`src/rtl/msi_dir_pkg.sv`:
```
package msi_dir_pkg;

    typedef enum logic [2:0] {
        ST_I   = 3'd0,
        ST_S   = 3'd1,
        ST_M   = 3'd2,
        ST_SD  = 3'd3,
        ST_SM  = 3'd4,
        ST_MM  = 3'd5,
        ST_MIM = 3'd6,
        ST_SSM = 3'd7
    } dir_state_e;

    typedef enum logic [1:0] {
        RQ_GETS = 2'd0,
        RQ_GETM = 2'd1,
        RQ_PUTS = 2'd2,
        RQ_PUTM = 2'd3
    } req_kind_e;

    typedef enum logic [1:0] {
        FW_INV    = 2'd0,
        FW_GETS   = 2'd1,
        FW_GETM   = 2'd2,
        FW_PUTACK = 2'd3
    } fwd_kind_e;

    localparam int unsigned SRC_MEM = 0;
    localparam int unsigned SRC_RSP = 1;
    localparam int unsigned SRC_REQ = 2;
    localparam int unsigned NUM_SRC = 3;

    function automatic logic is_transient(dir_state_e s);
        return !(s == ST_I || s == ST_S || s == ST_M);
    endfunction

    function automatic logic is_get(logic [1:0] k);
        return (k == RQ_GETS) || (k == RQ_GETM);
    endfunction

endpackage

```
`src/rtl/msi_dir_arbiter.sv`:
```
module msi_dir_arbiter #(
    parameter int unsigned N = 3
) (
    input  logic [N-1:0] reqs,
    output logic [N-1:0] grant
);
    logic [N:0] seen;
    assign seen[0] = 1'b0;

    generate
        for (genvar g = 0; g < N; g++) begin : g_prio
            assign grant[g]  = reqs[g] & ~seen[g];
            assign seen[g+1] = seen[g] | reqs[g];
        end
    endgenerate
endmodule

```
`src/rtl/msi_dir_store.sv`:
```
module msi_dir_store
    import msi_dir_pkg::*;
#(
    parameter int unsigned NB = 16,
    parameter int unsigned NC = 4,
    localparam int unsigned BW = $clog2(NB)
) (
    input  logic       clk,
    input  logic       rst,
    input  logic [BW-1:0] rd_idx,
    output dir_state_e rd_state,
    output logic [NC-1:0] rd_shr,
    output logic [NC-1:0] rd_own,
    input  logic       we,
    input  logic [BW-1:0] wr_idx,
    input  dir_state_e wr_state,
    input  logic [NC-1:0] wr_shr,
    input  logic [NC-1:0] wr_own
);
    dir_state_e    st_q  [NB];
    logic [NC-1:0] shr_q [NB];
    logic [NC-1:0] own_q [NB];

    always_ff @(posedge clk) begin
        if (rst) begin
            for (int i = 0; i < NB; i++) begin
                st_q[i]  <= ST_I;
                shr_q[i] <= '0;
                own_q[i] <= '0;
            end
        end else if (we) begin
            st_q[wr_idx]  <= wr_state;
            shr_q[wr_idx] <= wr_shr;
            own_q[wr_idx] <= wr_own;
        end
    end

    assign rd_state = st_q[rd_idx];
    assign rd_shr   = shr_q[rd_idx];
    assign rd_own   = own_q[rd_idx];

    a_r1_invalid_empty: assert property (@(posedge clk) disable iff (rst)
        (we && wr_state == ST_I) |-> (wr_shr == '0 && wr_own == '0));

    a_r6_single_writer: assert property (@(posedge clk) disable iff (rst)
        (we && wr_state == ST_M) |-> ($onehot(wr_own) && wr_shr == '0));
endmodule

```
`src/rtl/msi_dir_memslot.sv`:
```
module msi_dir_memslot #(
    parameter int unsigned W   = 8,
    parameter int unsigned LAT = 1,
    localparam int unsigned CNTW = (LAT < 2) ? 1 : $clog2(LAT + 1)
) (
    input  logic         clk,
    input  logic         rst,
    input  logic         load,
    input  logic [W-1:0] cmd_in,
    output logic         free,
    output logic         out_valid,
    input  logic         out_ready,
    output logic [W-1:0] cmd_out
);
    logic            full_q;
    logic [CNTW-1:0] cnt_q;
    logic [W-1:0]    cmd_q;

    always_ff @(posedge clk) begin
        if (rst) begin
            full_q <= 1'b0;
            cnt_q  <= '0;
            cmd_q  <= '0;
        end else if (load) begin
            full_q <= 1'b1;
            cnt_q  <= CNTW'(LAT - 1);
            cmd_q  <= cmd_in;
        end else if (full_q) begin
            if (cnt_q != '0)
                cnt_q <= cnt_q - 1'b1;
            else if (out_ready)
                full_q <= 1'b0;
        end
    end

    assign free      = ~full_q;
    assign out_valid = full_q && (cnt_q == '0);
    assign cmd_out   = cmd_q;

    a_r12_cmd_held: assert property (@(posedge clk) disable iff (rst)
        (out_valid && !out_ready) |=> (out_valid && $stable(cmd_out)));
endmodule

```
`src/rtl/msi_dir_ctrl.sv`:
```
module msi_dir_ctrl
    import msi_dir_pkg::*;
#(
    parameter int unsigned NC      = 4,
    parameter int unsigned NB      = 16,
    parameter int unsigned DW      = 32,
    parameter int unsigned MEM_LAT = 1,
    localparam int unsigned CW = (NC < 2) ? 1 : $clog2(NC),
    localparam int unsigned BW = (NB < 2) ? 1 : $clog2(NB),
    localparam int unsigned AW = $clog2(NC + 1)
) (
    input  logic          clk,
    input  logic          rst,
    input  logic          req_valid,
    output logic          req_ready,
    input  logic [1:0]    req_type,
    input  logic [CW-1:0] req_src,
    input  logic [BW-1:0] req_blk,
    input  logic [DW-1:0] req_data,
    input  logic          rsp_in_valid,
    output logic          rsp_in_ready,
    input  logic [BW-1:0] rsp_in_blk,
    input  logic [DW-1:0] rsp_in_data,
    input  logic          mem_rsp_valid,
    output logic          mem_rsp_ready,
    input  logic          mem_rsp_is_ack,
    input  logic [BW-1:0] mem_rsp_blk,
    input  logic [DW-1:0] mem_rsp_data,
    input  logic [CW-1:0] mem_rsp_dst,
    output logic          fwd_valid,
    input  logic          fwd_ready,
    output logic [1:0]    fwd_type,
    output logic [NC-1:0] fwd_dest,
    output logic [CW-1:0] fwd_req,
    output logic [BW-1:0] fwd_blk,
    output logic          drsp_valid,
    input  logic          drsp_ready,
    output logic [CW-1:0] drsp_dest,
    output logic [BW-1:0] drsp_blk,
    output logic [DW-1:0] drsp_data,
    output logic [AW-1:0] drsp_acks,
    output logic          mcmd_valid,
    input  logic          mcmd_ready,
    output logic          mcmd_write,
    output logic [BW-1:0] mcmd_blk,
    output logic [DW-1:0] mcmd_data,
    output logic [CW-1:0] mcmd_src
);
    localparam int unsigned MW = 1 + BW + DW + CW;

    logic [NUM_SRC-1:0] vld, grant;
    assign vld[SRC_MEM] = mem_rsp_valid;
    assign vld[SRC_RSP] = rsp_in_valid;
    assign vld[SRC_REQ] = req_valid;

    msi_dir_arbiter #(.N(NUM_SRC)) u_arb (.reqs(vld), .grant(grant));

    logic [BW-1:0] sel_blk;
    always_comb begin
        if (grant[SRC_MEM])      sel_blk = mem_rsp_blk;
        else if (grant[SRC_RSP]) sel_blk = rsp_in_blk;
        else                     sel_blk = req_blk;
    end

    dir_state_e    cur_st, st_n;
    logic [NC-1:0] cur_shr, cur_own, shr_n, own_n;
    logic          go;

    msi_dir_store #(.NB(NB), .NC(NC)) u_store (
        .clk(clk), .rst(rst),
        .rd_idx(sel_blk), .rd_state(cur_st), .rd_shr(cur_shr), .rd_own(cur_own),
        .we(go), .wr_idx(sel_blk), .wr_state(st_n), .wr_shr(shr_n), .wr_own(own_n)
    );

    // per-message action decode
    logic          stall, need_fwd, need_drsp, need_mem, mem_wr;
    fwd_kind_e     fk;
    logic [NC-1:0] fdest;
    logic [DW-1:0] mdata;
    logic [CW-1:0] msrc;
    logic [AW-1:0] acks;
    logic [NC-1:0] req_oh, others;
    logic          slot_free;

    assign req_oh = NC'(1) << req_src;
    assign others = cur_shr & ~req_oh;

    always_comb begin
        st_n      = cur_st;
        shr_n     = cur_shr;
        own_n     = cur_own;
        stall     = 1'b0;
        need_fwd  = 1'b0;
        need_drsp = 1'b0;
        need_mem  = 1'b0;
        mem_wr    = 1'b0;
        fk        = FW_PUTACK;
        fdest     = req_oh;
        mdata     = req_data;
        msrc      = req_src;
        acks      = cur_own[mem_rsp_dst] ? AW'($countones(cur_shr)) : '0;

        if (grant[SRC_MEM]) begin
            if (!mem_rsp_is_ack) begin
                if (cur_st == ST_SM) begin
                    need_drsp = 1'b1;
                    st_n      = ST_S;
                end else if (cur_st == ST_MM) begin
                    need_drsp = 1'b1;
                    shr_n     = '0;
                    st_n      = ST_M;
                end
            end else begin
                if (cur_st == ST_MIM)      st_n = ST_I;
                else if (cur_st == ST_SSM) st_n = ST_S;
            end
        end else if (grant[SRC_RSP]) begin
            if (cur_st == ST_SD) begin
                need_mem = 1'b1;
                mem_wr   = 1'b1;
                mdata    = rsp_in_data;
                msrc     = '0;
                st_n     = ST_SSM;
            end
        end else if (grant[SRC_REQ]) begin
            unique case (req_type)
                RQ_GETS: begin
                    if (cur_st == ST_I || cur_st == ST_S) begin
                        need_mem = 1'b1;
                        shr_n    = cur_shr | req_oh;
                        st_n     = ST_SM;
                    end else if (cur_st == ST_M) begin
                        need_fwd = 1'b1;
                        fk       = FW_GETS;
                        fdest    = cur_own;
                        shr_n    = cur_shr | cur_own | req_oh;
                        own_n    = '0;
                        st_n     = ST_SD;
                    end else begin
                        stall = 1'b1;
                    end
                end
                RQ_GETM: begin
                    if (cur_st == ST_I || cur_st == ST_S) begin
                        need_mem = 1'b1;
                        own_n    = req_oh;
                        shr_n    = others;
                        st_n     = ST_MM;
                        if (cur_st == ST_S && others != '0) begin
                            need_fwd = 1'b1;
                            fk       = FW_INV;
                            fdest    = others;
                        end
                    end else if (cur_st == ST_M) begin
                        need_fwd = 1'b1;
                        fk       = FW_GETM;
                        fdest    = cur_own;
                        own_n    = req_oh;
                    end else begin
                        stall = 1'b1;
                    end
                end
                RQ_PUTS: begin
                    need_fwd = 1'b1;
                    if (cur_st inside {ST_S, ST_SD, ST_SM, ST_SSM}) begin
                        shr_n = others;
                        if (cur_st == ST_S && cur_shr == req_oh)
                            st_n = ST_I;
                    end
                end
                RQ_PUTM: begin
                    if (cur_own[req_src]) begin
                        if (cur_st == ST_M) begin
                            need_fwd = 1'b1;
                            need_mem = 1'b1;
                            mem_wr   = 1'b1;
                            own_n    = '0;
                            st_n     = ST_MIM;
                        end else begin
                            stall = 1'b1;
                        end
                    end else begin
                        need_fwd = 1'b1;
                        if (cur_st inside {ST_S, ST_SD, ST_SM, ST_SSM})
                            shr_n = others;
                    end
                end
                default: stall = 1'b1;
            endcase
        end
    end

    assign go = (|vld) && !stall
             && (!need_fwd  || fwd_ready)
             && (!need_drsp || drsp_ready)
             && (!need_mem  || slot_free);

    assign mem_rsp_ready = grant[SRC_MEM] && go;
    assign rsp_in_ready  = grant[SRC_RSP] && go;
    assign req_ready     = grant[SRC_REQ] && go;

    assign fwd_valid = need_fwd && (!need_mem || slot_free);
    assign fwd_type  = fk;
    assign fwd_dest  = fdest;
    assign fwd_req   = req_src;
    assign fwd_blk   = req_blk;

    assign drsp_valid = need_drsp;
    assign drsp_dest  = mem_rsp_dst;
    assign drsp_blk   = mem_rsp_blk;
    assign drsp_data  = mem_rsp_data;
    assign drsp_acks  = acks;

    logic [MW-1:0] slot_out;
    msi_dir_memslot #(.W(MW), .LAT(MEM_LAT)) u_slot (
        .clk(clk), .rst(rst),
        .load(go && need_mem),
        .cmd_in({mem_wr, sel_blk, mdata, msrc}),
        .free(slot_free),
        .out_valid(mcmd_valid), .out_ready(mcmd_ready),
        .cmd_out(slot_out)
    );
    assign {mcmd_write, mcmd_blk, mcmd_data, mcmd_src} = slot_out;

    a_r11_one_per_cycle: assert property (@(posedge clk) disable iff (rst)
        $countones({req_valid && req_ready, rsp_in_valid && rsp_in_ready,
                    mem_rsp_valid && mem_rsp_ready}) <= 1);

    a_r11_memory_first: assert property (@(posedge clk) disable iff (rst)
        mem_rsp_valid |-> (!req_ready && !rsp_in_ready));

    a_r10_hold_transient: assert property (@(posedge clk) disable iff (rst)
        (req_valid && !mem_rsp_valid && !rsp_in_valid && is_get(req_type)
         && is_transient(cur_st)) |-> !req_ready);

    a_r2_data_from_memory: assert property (@(posedge clk) disable iff (rst)
        drsp_valid |-> (mem_rsp_valid && !mem_rsp_is_ack));
endmodule

```
`config.mk`:
```
export PLATFORM = sky130hd
export DESIGN_NAME = msi_dir_ctrl
export DESIGN_NICKNAME = d
export VERILOG_FILES = /design/src/rtl/msi_dir_pkg.sv /design/src/rtl/msi_dir_arbiter.sv /design/src/rtl/msi_dir_store.sv /design/src/rtl/msi_dir_memslot.sv /design/src/rtl/msi_dir_ctrl.sv
export SDC_FILE = /design/constraint.sdc
export NUM_CORES = 1
export LEC_CHECK = 0
export BUFFER_PORTS_ARGS = -buffer_cell sky130_fd_sc_hd__buf_2
export CAP_MARGIN = 10
export CORE_ASPECT_RATIO = 0.5
export CORE_MARGIN = 8
export CORE_UTILIZATION = 57
export DETAILED_ROUTE_END_ITERATION = 10
export HOLD_SLACK_MARGIN = 0.15
export PLACE_DENSITY_LB_ADDON = 0.3
export SLEW_MARGIN = 20
export SYNTH_ARGS = -nofsm -noshare
export SYNTH_HDL_FRONTEND = slang
export SYNTH_SLANG_ARGS = --single-unit
export TNS_END_PERCENT = 10
```
`constraint.sdc`:
```
create_clock -name clk -period 7.39 [get_ports clk]
set_input_delay 0.739 -clock clk [delete_from_list [all_inputs] [get_ports clk]]
set_output_delay 0.739 -clock clk [all_outputs]
set_load 0.02 [all_outputs]
```
==> results_dict.tcl, run 1 <==
set metrics [dict create \
    grt_overflow 0 \
    synth-seq-cells 216 \
    holdPathStages 2 \
    path_clk_slew_ns 0.06 \
    final_nets 1343 \
    slowest_delay_ns 0.78 \
    yosysTopAreaCell "edfxtp_1" \
    hold_buffers 0 \
    start_kind "input pin" \
    grt_pass1_vias 9789 \
    cts_made_buffers 22 \
    place_congestion 1.01 \
    synthCells 1132 \
    cts_setup_buffers 0 \
    synth_top_cell_area_share_pct 44.1 \
    critPathRequiredTime_ns 6.65 \
    cap_viol_max_count 0 \
    drive_gt1_share_pct 25.2 \
    first_pass_iters 6 \
    ctsResizeCount 0 \
    htreeDepth 1 \
    tightest_slew_ns 1.10 \
    path_cells "buf_2 -> nand2b_1 -> o21a_1 -> buf_4 -> a21oi_1 -> a211oi_1 -> or4_1 -> nand2b_4 -> or2_1 -> o32a_1 -> nand3_1 -> a2111oi_0 -> buf_2" \
    clock_latency_ns 0.53 \
    core_area_um2 20600 \
    synth.yosys.seq_area_share_pct 50.8 \
    hp-start "u_slot.cmd_out[1]$_SDFFE_PP0P_" \
    synth_flop_cell "edfxtp_1" \
    synth.most_common_cell "nor3_1" \
    p_seq_share_pct 42.3 \
    synth_enable_flop_cells 176 \
    async_flop_share_pct 0 \
    period_share_pct 82.3 \
    ys_warn_count 0 \
    fmax_mhz 165 \
    hold_path_end "u_slot.cmd_out[1]$_SDFFE_PP0P_" \
    fin_worst_skew_ns 0.0279 \
    status "complete, no violations" \
    vias 10100 \
    cp_slowest_cell "or4_1" \
    drc 0 \
    syn_to_final_growth_pct 12.0 \
    min_period_ns 6.08 \
    cp_common_cell "buf_2" \
    pwr-share-clk_pct 34.4 \
    hold_viol 0 \
    power_density_nw_per_um2 248 \
    grt_max_degree 114 \
    crit_path_end_kind "output port" \
    switching_share_pct 31.5 \
    antenna_found_initial 1 \
    cts_tree "built" \
    die_h_um 118 \
    ir_drop_mv 0.127 \
    wire_per_inst_um 25.8 \
    yosys-top-cells-count "179 x nor3_1, 176 x edfxtp_1, 103 x nand2_1" \
    port_buffers 156 \
    totalWireLength_mm 38.7 \
    fin_setup_tns_ns 0 \
    slew_violations 0 \
    max-slew-margin-rel_pct 26.6 \
    path_max_fanout 26 \
    via_per_inst 6.75 \
    final_area_um2 13400 \
    fp.dieW_um 221 \
    comb_power_share_pct 23.4 \
    drtAntennaViolNets 0 \
    clock-sinks 216 \
    r2r_end "u_store.st_q[6][2]$_SDFFCE_PN0P_" \
    synth.net_count 1266 \
    place_area_um2 12600 \
    crit_type "in -> out" \
    setup_viol 0 \
    fp.dieArea_um2 26200 \
    r2r_setup_slack_ns 2.83 \
    cp.arrival_ns 5.34 \
    rows 37 \
    initial_core_util_pct 58.2 \
    drt_iter0_markers 1598 \
    grtUsageTotal_pct 28.1 \
    power.internal_w 0.00228 \
    root_buffer "clkbuf_16" \
    diodes 0 \
    ys_types 70 \
    power.switching_w 0.00105 \
    cts_buffer_depth 3 \
    syn_avg_cell_area_um2 10.6 \
    rr_startpoint "u_store.st_q[14][2]$_SDFFCE_PN0P_" \
    r2r_cells 13 \
    rsz0062_at_grt "false" \
    synthTopCellsByArea "edfxtp_1 44%, nor3_1 7.5%, dfxtp_1 6.7%" \
    p_leak_nw 4.87 \
    hpwl_mm 27.1 \
    grt_pass1_wl_mm 58.3 \
    io-pin-count 221 \
    synth_area_um2 12000 \
    holdCritPathClass "reg -> reg" \
]
[power by group through the flow]
stage | Sequential, W | Combinational [W] | Clock (W)
2_1_floorplan | 0.00144 | 0.000512 | 0
3_3_place_gp | 0.00143 | 0.000735 | 0
3_5_place_dp | 0.00143 | 0.000746 | 0
4_1_cts | 0.00141 | 0.000752 | 0.00115
5_1_grt | 0.00141 | 0.000816 | 0.00120
6_report | 0.00141 | 0.000777 | 0.00114
[sequential cells by signal (all words and copies together) (netlist names)]
| signal | cells |
|---|---|
| u_slot.cmd_out | 39 |
| u_store.st_q | 48 |
| u_store.own_q | 64 |
| u_store.shr_q | 64 |
| u_slot.full_q | 1 |
[cell usage in the layout (no fill, tap or decap), types with 22 or more instances in the layout]
cell type    n
nor3_1     179
edfxtp_1   176
buf_2      156
nand2_1    103
nor2_1      72
mux2i_1     60
buf_4       48
a21oi_1     41
dfxtp_1     40
nand3_1     25
o21ai_0     25
a211oi_1    22
clkbuf_16   22
[per-stage QoR]
step / instances / utilization [%] / total power (W) / worst slack, ns / hold WS (ns)
2_1_floorplan: 1132 / - / 0.00195 / 1.37 / 0.543
3_3_place_gp: 1457 / 61.4 / 0.00216 / 1.39 / 0.461
3_5_place_dp: 1457 / 61.4 / 0.00218 / 1.27 / 0.471
4_1_cts: 1496 / 65.1 / 0.00331 / 1.46 / 0.482
5_1_grt: 1497 / 65.2 / 0.00342 / 1.15 / 0.505
6_report: 1497 / 65.2 / 0.00333 / 1.31 / 0.490
[how the worst max path moves through the flow]
stage	from	endpoint	slack, ns	cells past startpoint
global route	mem_rsp_valid	req_ready	1.15	13
floorplan	rsp_in_valid	req_ready	1.37	16
CTS	mem_rsp_valid	req_ready	1.46	12
finish	mem_rsp_valid	req_ready	1.31	13
detailed placement	mem_rsp_valid	u_store.own_q[6][3]$_SDFFCE_PN0P_	1.27	16
global placement	mem_rsp_valid	u_store.own_q[6][3]$_SDFFCE_PN0P_	1.39	16
[logic make-up after synthesis]
logic type | synth area share (%)
and+or+nand+nor | 17.3
AOI/OAI and AO/OA | 13.0
DFF | 50.8
muxes | 9.41
xor gates and xnor gates | 0.146
adders and majority gates | 1.21
buffers and inverters | 8.11
[worst max-delay path, delay by kind of cell]
kind | cells | cell delay (ns)
AND/OR/NAND/NOR | 5 | 2.04
buffers and inverters | 3 | 1.05
AO/OA/AOI/OAI | 5 | 1.48
[cell type report]
class,instances,area [µm²]
Timing Repair Buffer,206,1190
Fill cell,1566,7140
Clock inverter,14,184
Multi-Input combinational cell,743,4970
Tap cell,273,342
Clock buffer,25,562
Inverter,20,75.1
Sequential cell,216,6090
[routing by layer]
| metal | wire length, µm | share of wire [%] | up-vias | GRT usage [%] |
|---|---|---|---|---|
| met5 | 0 | 0 | - | 0 |
| met4 | 1370 | 3.5 | 0 | 9.42 |
| met3 | 4760 | 12 | 121 | 7.45 |
| met2 | 18100 | 47 | 783 | 46.9 |
| met1 | 14400 | 37 | 4845 | 35.6 |
| li1 | - | - | 4361 | - |
No activity file was read; power rests on OpenSTA's default activity.
==> run 2, diff against run 1 <==
--- a/config.mk
+++ b/config.mk
@@ -9,7 +9,7 @@
 export CAP_MARGIN = 10
 export CORE_ASPECT_RATIO = 0.5
 export CORE_MARGIN = 8
-export CORE_UTILIZATION = 57
+export CORE_UTILIZATION = 51
 export DETAILED_ROUTE_END_ITERATION = 10
 export HOLD_SLACK_MARGIN = 0.15
 export PLACE_DENSITY_LB_ADDON = 0.3
==> constraint.sdc (replaced) <==
create_clock -name clk -period 5.2 [get_ports clk]
set_input_delay 0.52 -clock clk [delete_from_list [all_inputs] [get_ports clk]]
set_output_delay 0.52 -clock clk [all_outputs]
set_load 0.02 [all_outputs]
==> results_dict.tcl, run 2 (same netlist as run 1, synthesis figures left out) <==
set metrics [dict create \
    power.switching_w 0.00147 \
    drive_gt1_share_pct 27.3 \
    place_congestion 0.954 \
    path_max_fanout 19 \
    crit_path_end_kind "output port" \
    grt_overflow 0 \
    cp.arrival_ns 4.40 \
    min_period_ns 4.92 \
    crit_type "in -> out" \
    hp-start "mcmd_ready" \
    hold_viol 0 \
    ir_drop_mv 0.227 \
    totalPowerFinal_w 0.00478 \
    drt_iter0_markers 1014 \
    setup_viol 0 \
    grtUsageTotal_pct 25.7 \
    via_per_inst 6.33 \
    cts_buffer_depth 3 \
    antenna_found_initial 0 \
    startpoint "rsp_in_valid" \
    core_area_um2 22900 \
    comb_power_share_pct 24.6 \
    layout_common_cells "179 x nor3_1, 176 x edfxtp_1, 156 x buf_2, 103 x nand2_1, 81 x buf_4" \
    wire_per_inst_um 24.5 \
    hold_buffers 0 \
    finalWorstSetupSlack_ns 0.280 \
    fillerInstances 1869 \
    port_buffers 156 \
    power.internal_w 0.00331 \
    initial_core_util_pct 52.2 \
    use_met3_pct 5.57 \
    switching_share_pct 30.7 \
    final_nets 1382 \
    diodes 0 \
    dp_slack_ns 0.155 \
    cts_made_buffers 21 \
    drc 0 \
    hpwl_mm 28.3 \
    clock-sinks 216 \
    vias 9935 \
    reg_top3 "u_store.own_q: 64 flops, u_store.shr_q: 64 flops, u_store.st_q: 48 flops" \
    fp.dieW_um 233 \
    die_h_um 124 \
    rsz0062_at_grt "false" \
    root_buffer "clkbuf_16" \
    pwr-share-clk_pct 33.6 \
    rr_startpoint "u_store.shr_q[7][1]$_SDFFCE_PN0P_" \
    status "complete, no violations" \
    syn_to_final_growth_pct 15.2 \
    holdCritPathClass "in -> reg" \
    stdcell_count 1569 \
    fp.dieArea_um2 28900 \
    start_kind "input pin" \
    max-slew-margin-rel_pct 47.6 \
    path_clk_slew_ns 0.06 \
    grt_pass1_vias 9664 \
    period_share_pct 94.6 \
    dp_cells 1532 \
    final_common_cell "nor3_1" \
    p_seq_share_pct 41.8 \
    cts_tree "built" \
    grt_max_degree 76 \
    fmax_mhz 203 \
    post-route-util_pct 60.1 \
    critPathRequiredTime_ns 4.68 \
    fin_worst_skew_ns 0.0166 \
    totalWireLength_mm 38.5 \
    grt_pass1_wl_mm 58.2 \
    p_leak_nw 5.07 \
    htreeDepth 1 \
    cap_viol_max_count 0 \
    io-pin-count 221 \
    tightest_slew_ns 0.786 \
    drtAntennaViolNets 0 \
    rows 39 \
    first_pass_iters 6 \
    power_density_nw_per_um2 347 \
    clock_latency_ns 0.52 \
    slew_violations 0 \
    use_met1_pct 33.1 \
    globalRouteMet2Util_pct 42.5 \
    grt.busiest_layer "met2" \
]
[run 2: cell count changes in the layout (fill, tap and decap cells not counted), moves of 2 or more]
| cell | previous run | this run |
|---|---|---|
| buf_12 | 1 | 9 |
| o21ai_1 | 2 | 6 |
| a21oi_2 | 4 | 0 |
| o21ai_2 | 0 | 5 |
| clkbuf_1 | 3 | 7 |
| inv_6 | 0 | 2 |
| a21oi_1 | 41 | 45 |
| o21a_1 | 3 | 1 |
| clkinv_2 | 4 | 1 |
| buf_4 | 48 | 81 |
| o21ai_0 | 25 | 17 |
[run 2: timing repair]
item,in CTS,in global routing
buffers inserted,0,0
resized for setup,0,3
setup endpoints to repair,0,1
[run 2: worst paths after layout]
| check | endpoint | slack (ns) | depth (start not counted) |
|---|---|---|---|
| setup / recovery | req_ready | 0.28 | 15 |
| hold / removal | u_slot.full_q$_SDFF_PP0_ | 0.31 | 4 |
| setup reg to reg | u_store.st_q[0][2]$_SDFFCE_PN0P_ | 1.26 | 13 |
| hold reg to reg | u_slot.cmd_out[0]$_SDFFE_PP0P_ | 0.47 | 2 |
[run 2: worst max-delay path: stages]
cell and delay (ns):
buf_2 0.12, mux2_4 0.34, o21ai_4 0.17, buf_12 0.18
mux4_2 0.56, mux2i_1 0.16, a21oi_1 0.19, ha_1 0.25
or4_1 0.58, and4_1 0.23, o211ai_1 0.19, nand3_1 0.11
a2111oi_1 0.41, buf_4 0.20, buf_2 0.16
[run 2: area by class of cell]
| cell class | count | area, µm² | area share [%] |
|---|---|---|---|
| repair buffers | 246 | 1570 | 11.4 |
| well taps | 307 | 384 | 2.79 |
| clock inverters | 9 | 150 | 1.09 |
| multi-input cells | 743 | 4970 | 36.1 |
| inverters | 20 | 75.1 | 0.545 |
| flip-flops and latches | 216 | 6090 | 44.1 |
| clock buffers | 28 | 552 | 4.00 |
[run 2: power groups by stage]
stage,clock network (W),registers (W),logic [W]
after floorplan,0,0.00205,0.000730
after global placement,0,0.00203,0.00113
after detailed placement,0,0.00203,0.00115
after CTS,0.00161,0.00200,0.00116
after global routing,0.00168,0.00200,0.00125
final,0.00161,0.00200,0.00118
[run 2: per-stage QoR]
stage	instance area, µm²	TNS [ns]	hold WS, ns
6_report	13800	0	0.315
5_1_grt	13800	0	0.344
4_1_cts	13800	0	0.315
3_5_place_dp	13100	0	0.461
3_3_place_gp	13100	0	0.453
2_1_floorplan	12000	-29.10	0.543
[run 2: metal layers]
metal | vias up | wire length [µm]
met4 | 0 | 1360
met1 | 4788 | 14700
li1 | 4429 | -
met3 | 106 | 4080
met5 | - | 0
met2 | 612 | 18400
==> run 3, diff against run 2 <==
--- a/config.mk
+++ b/config.mk
@@ -12,7 +12,7 @@
 export CORE_UTILIZATION = 51
 export DETAILED_ROUTE_END_ITERATION = 10
 export HOLD_SLACK_MARGIN = 0.15
-export PLACE_DENSITY_LB_ADDON = 0.3
+export PLACE_DENSITY = 0.77
 export SLEW_MARGIN = 20
 export SYNTH_ARGS = -nofsm -noshare
 export SYNTH_HDL_FRONTEND = slang
==> constraint.sdc (replaced) <==
create_clock -name clk -period 4.1 [get_ports clk]
set_input_delay 0.41 -clock clk [delete_from_list [all_inputs] [get_ports clk]]
set_output_delay 0.41 -clock clk [all_outputs]
set_load 0.02 [all_outputs]
==> results_dict.tcl, run 3 (same netlist as run 1, synthesis figures left out) <==
set metrics [dict create \
    finalWorstSetupSlack_ns -0.166 \
    port_buffers 156 \
    core_area_um2 22900 \
    hold_buffers 0 \
    clock_latency_ns 0.52 \
    grt_pass1_vias 10500 \
    rsz0062_at_grt "true" \
    cts_made_buffers 21 \
    path_clk_slew_ns 0.06 \
    power.switching_w 0.00197 \
    via_per_inst 6.29 \
    drt_iter0_markers 1301 \
    slew_violations 0 \
    io-pin-count 221 \
    drive_gt1_share_pct 35.7 \
    fmax_mhz 234 \
    place_area_um2 14200 \
    clock-sinks 216 \
    use_met1_pct 34.8 \
    drtAntennaViolNets 0 \
    drc 0 \
    max-slew-margin-rel_pct 59.2 \
    p_leak_nw 5.71 \
    use_met3_pct 6.84 \
    cap_viol_max_count 0 \
    power_density_nw_per_um2 419 \
    antenna_found_initial 2 \
    grt_max_degree 41 \
    period_share_pct 104 \
    first_pass_iters 8 \
    rr_startpoint "u_store.st_q[12][2]$_SDFFCE_PN0P_" \
    min_period_ns 4.27 \
    fin_setup_tns_ns -0.361 \
    totalPowerFinal_w 0.00633 \
    rows 39 \
    totalWireLength_mm 40.2 \
    grt_overflow 0 \
    power.internal_w 0.00436 \
    switching_share_pct 31.1 \
    critPathRequiredTime_ns 3.69 \
    cts_tree "built" \
    r2r_end "u_store.own_q[8][1]$_SDFFCE_PN0P_" \
    grt.busiest_layer "met2" \
    worstSetupEndpoint "req_ready" \
    reg_top3 "u_store.own_q: 64 flops, u_store.shr_q: 64 flops, u_store.st_q: 48 flops" \
    place_congestion 0.944 \
    die_h_um 124 \
    grtUsageTotal_pct 26.8 \
    crit_path_end_kind "output port" \
    path_max_fanout 11 \
    r2r_cells 12 \
    holdCritPathClass "in -> reg" \
    hold_viol 0 \
    fp.dieArea_um2 28900 \
    crit_type "in -> out" \
    syn_to_final_growth_pct 26.2 \
    final_nets 1491 \
    layout_common_cells "179 x buf_4, 178 x nor3_1, 176 x edfxtp_1, 149 x buf_2, 102 x nand2_1" \
    cp.arrival_ns 3.86 \
    wire_per_inst_um 23.9 \
    p_seq_share_pct 40.1 \
    grt_pass1_wl_mm 61.5 \
    root_buffer "clkbuf_16" \
    cts_buffer_depth 3 \
    globalRouteMet2Util_pct 43.3 \
    r2r_setup_slack_ns 0.47 \
    hold_slack_ns 0.199 \
    setup_viol 5 \
    vias 10600 \
    ir_drop_mv 0.319 \
    start_kind "input pin" \
    final_common_cell "buf_4" \
    hpwl_mm 29.3 \
    fillerInstances 1712 \
    startpoint "rsp_in_valid" \
    dp_slack_ns -0.461 \
    final_area_um2 15100 \
    comb_power_share_pct 28.6 \
    violations "setup timing" \
    status "finished, violations left" \
    initial_core_util_pct 52.2 \
    fp.dieW_um 233 \
    fin_worst_skew_ns 0.0135 \
    pwr-share-clk_pct 31.3 \
    tightest_slew_ns 0.608 \
    htreeDepth 1 \
]
run 3: changes by cell type in the layout (fill, tap and decap cells not counted), sizes merged:
cell,before,now
buf,246,354
clkbuf,28,25
clkinv,3,6
clkinvlp,0,2
bufbuf,0,1
bufinv,4,3
diode,0,1
inv,22,21
run 3: area by class of cell:
class | instances | area, µm² | area share (%)
Antenna cell | 1 | 2.50 | 0.0166
Clock buffer | 25 | 541 | 3.58
Clock inverter | 12 | 141 | 0.936
Inverter | 20 | 77.6 | 0.513
Multi-Input combinational cell | 743 | 5260 | 34.8
Sequential cell | 216 | 6090 | 40.3
Tap cell | 307 | 384 | 2.54
Timing Repair Buffer | 355 | 2620 | 17.4
run 3: through the flow:
stage	util, %	cells
floorplan	-	1132
global placement	62.1	1633
detailed placement	62.1	1633
CTS	65.8	1678
global route	65.9	1679
finish	65.9	1679
run 3: timing repair:
action / CTS / global route
buffers inserted: 6 / 0
endpoints found under the hold margin: 0 / 0
setup endpoints to repair: 6 / 13
pin swaps: 11 / 3
cloned: 2 / 0
resized for setup: 18 / 7
run 3: how the worst min path moves through the flow:
| stage | startpoint | cells after the start | slack, ns | endpoint |
|---|---|---|---|---|
| 4_1_cts | mcmd_ready | 4 | 0.19 | u_slot.full_q$_SDFF_PP0_ |
| 3_3_place_gp | u_slot.cmd_out[1]$_SDFFE_PP0P_ | 2 | 0.45 | u_slot.cmd_out[1]$_SDFFE_PP0P_ |
| 6_report | mcmd_ready | 4 | 0.20 | u_slot.full_q$_SDFF_PP0_ |
| 5_1_grt | req_data[4] | 3 | 0.23 | u_slot.cmd_out[6]$_SDFFE_PP0P_ |
| 3_5_place_dp | u_slot.cmd_out[1]$_SDFFE_PP0P_ | 2 | 0.48 | u_slot.cmd_out[1]$_SDFFE_PP0P_ |
| 2_1_floorplan | u_slot.cmd_out[0]$_SDFFE_PP0P_ | 2 | 0.54 | u_slot.cmd_out[0]$_SDFFE_PP0P_ |
run 3: power groups by stage:
| stage | clock (W) | combinational, W | sequential, W |
|---|---|---|---|
| after floorplan | 0 | 0.000994 | 0.00259 |
| after global placement | 0 | 0.00170 | 0.00257 |
| after detailed placement | 0 | 0.00173 | 0.00258 |
| after CTS | 0.00198 | 0.00178 | 0.00253 |
| after global routing | 0.00207 | 0.00191 | 0.00254 |
| final | 0.00198 | 0.00181 | 0.00254 |
run 3: per-layer routing:
metal	wire length (µm)	vias to the layer above
met5	38	-
met4	1370	2
met3	5030	106
met2	18600	714
met1	15100	5089
li1	-	4647
run 3: critical path, cell delays in order:
cell,delay (ns)
buf_6,0.11
mux2_4,0.32
o21a_4,0.25
bufbuf_16,0.30
nand2_1,0.08
nand3_1,0.09
a32oi_1,0.28
and3_4,0.24
inv_1,0.06
ha_1,0.20
or4_4,0.43
and4_1,0.18
o211ai_1,0.20
nand3_1,0.15
a2111oi_4,0.31
buf_4,0.22
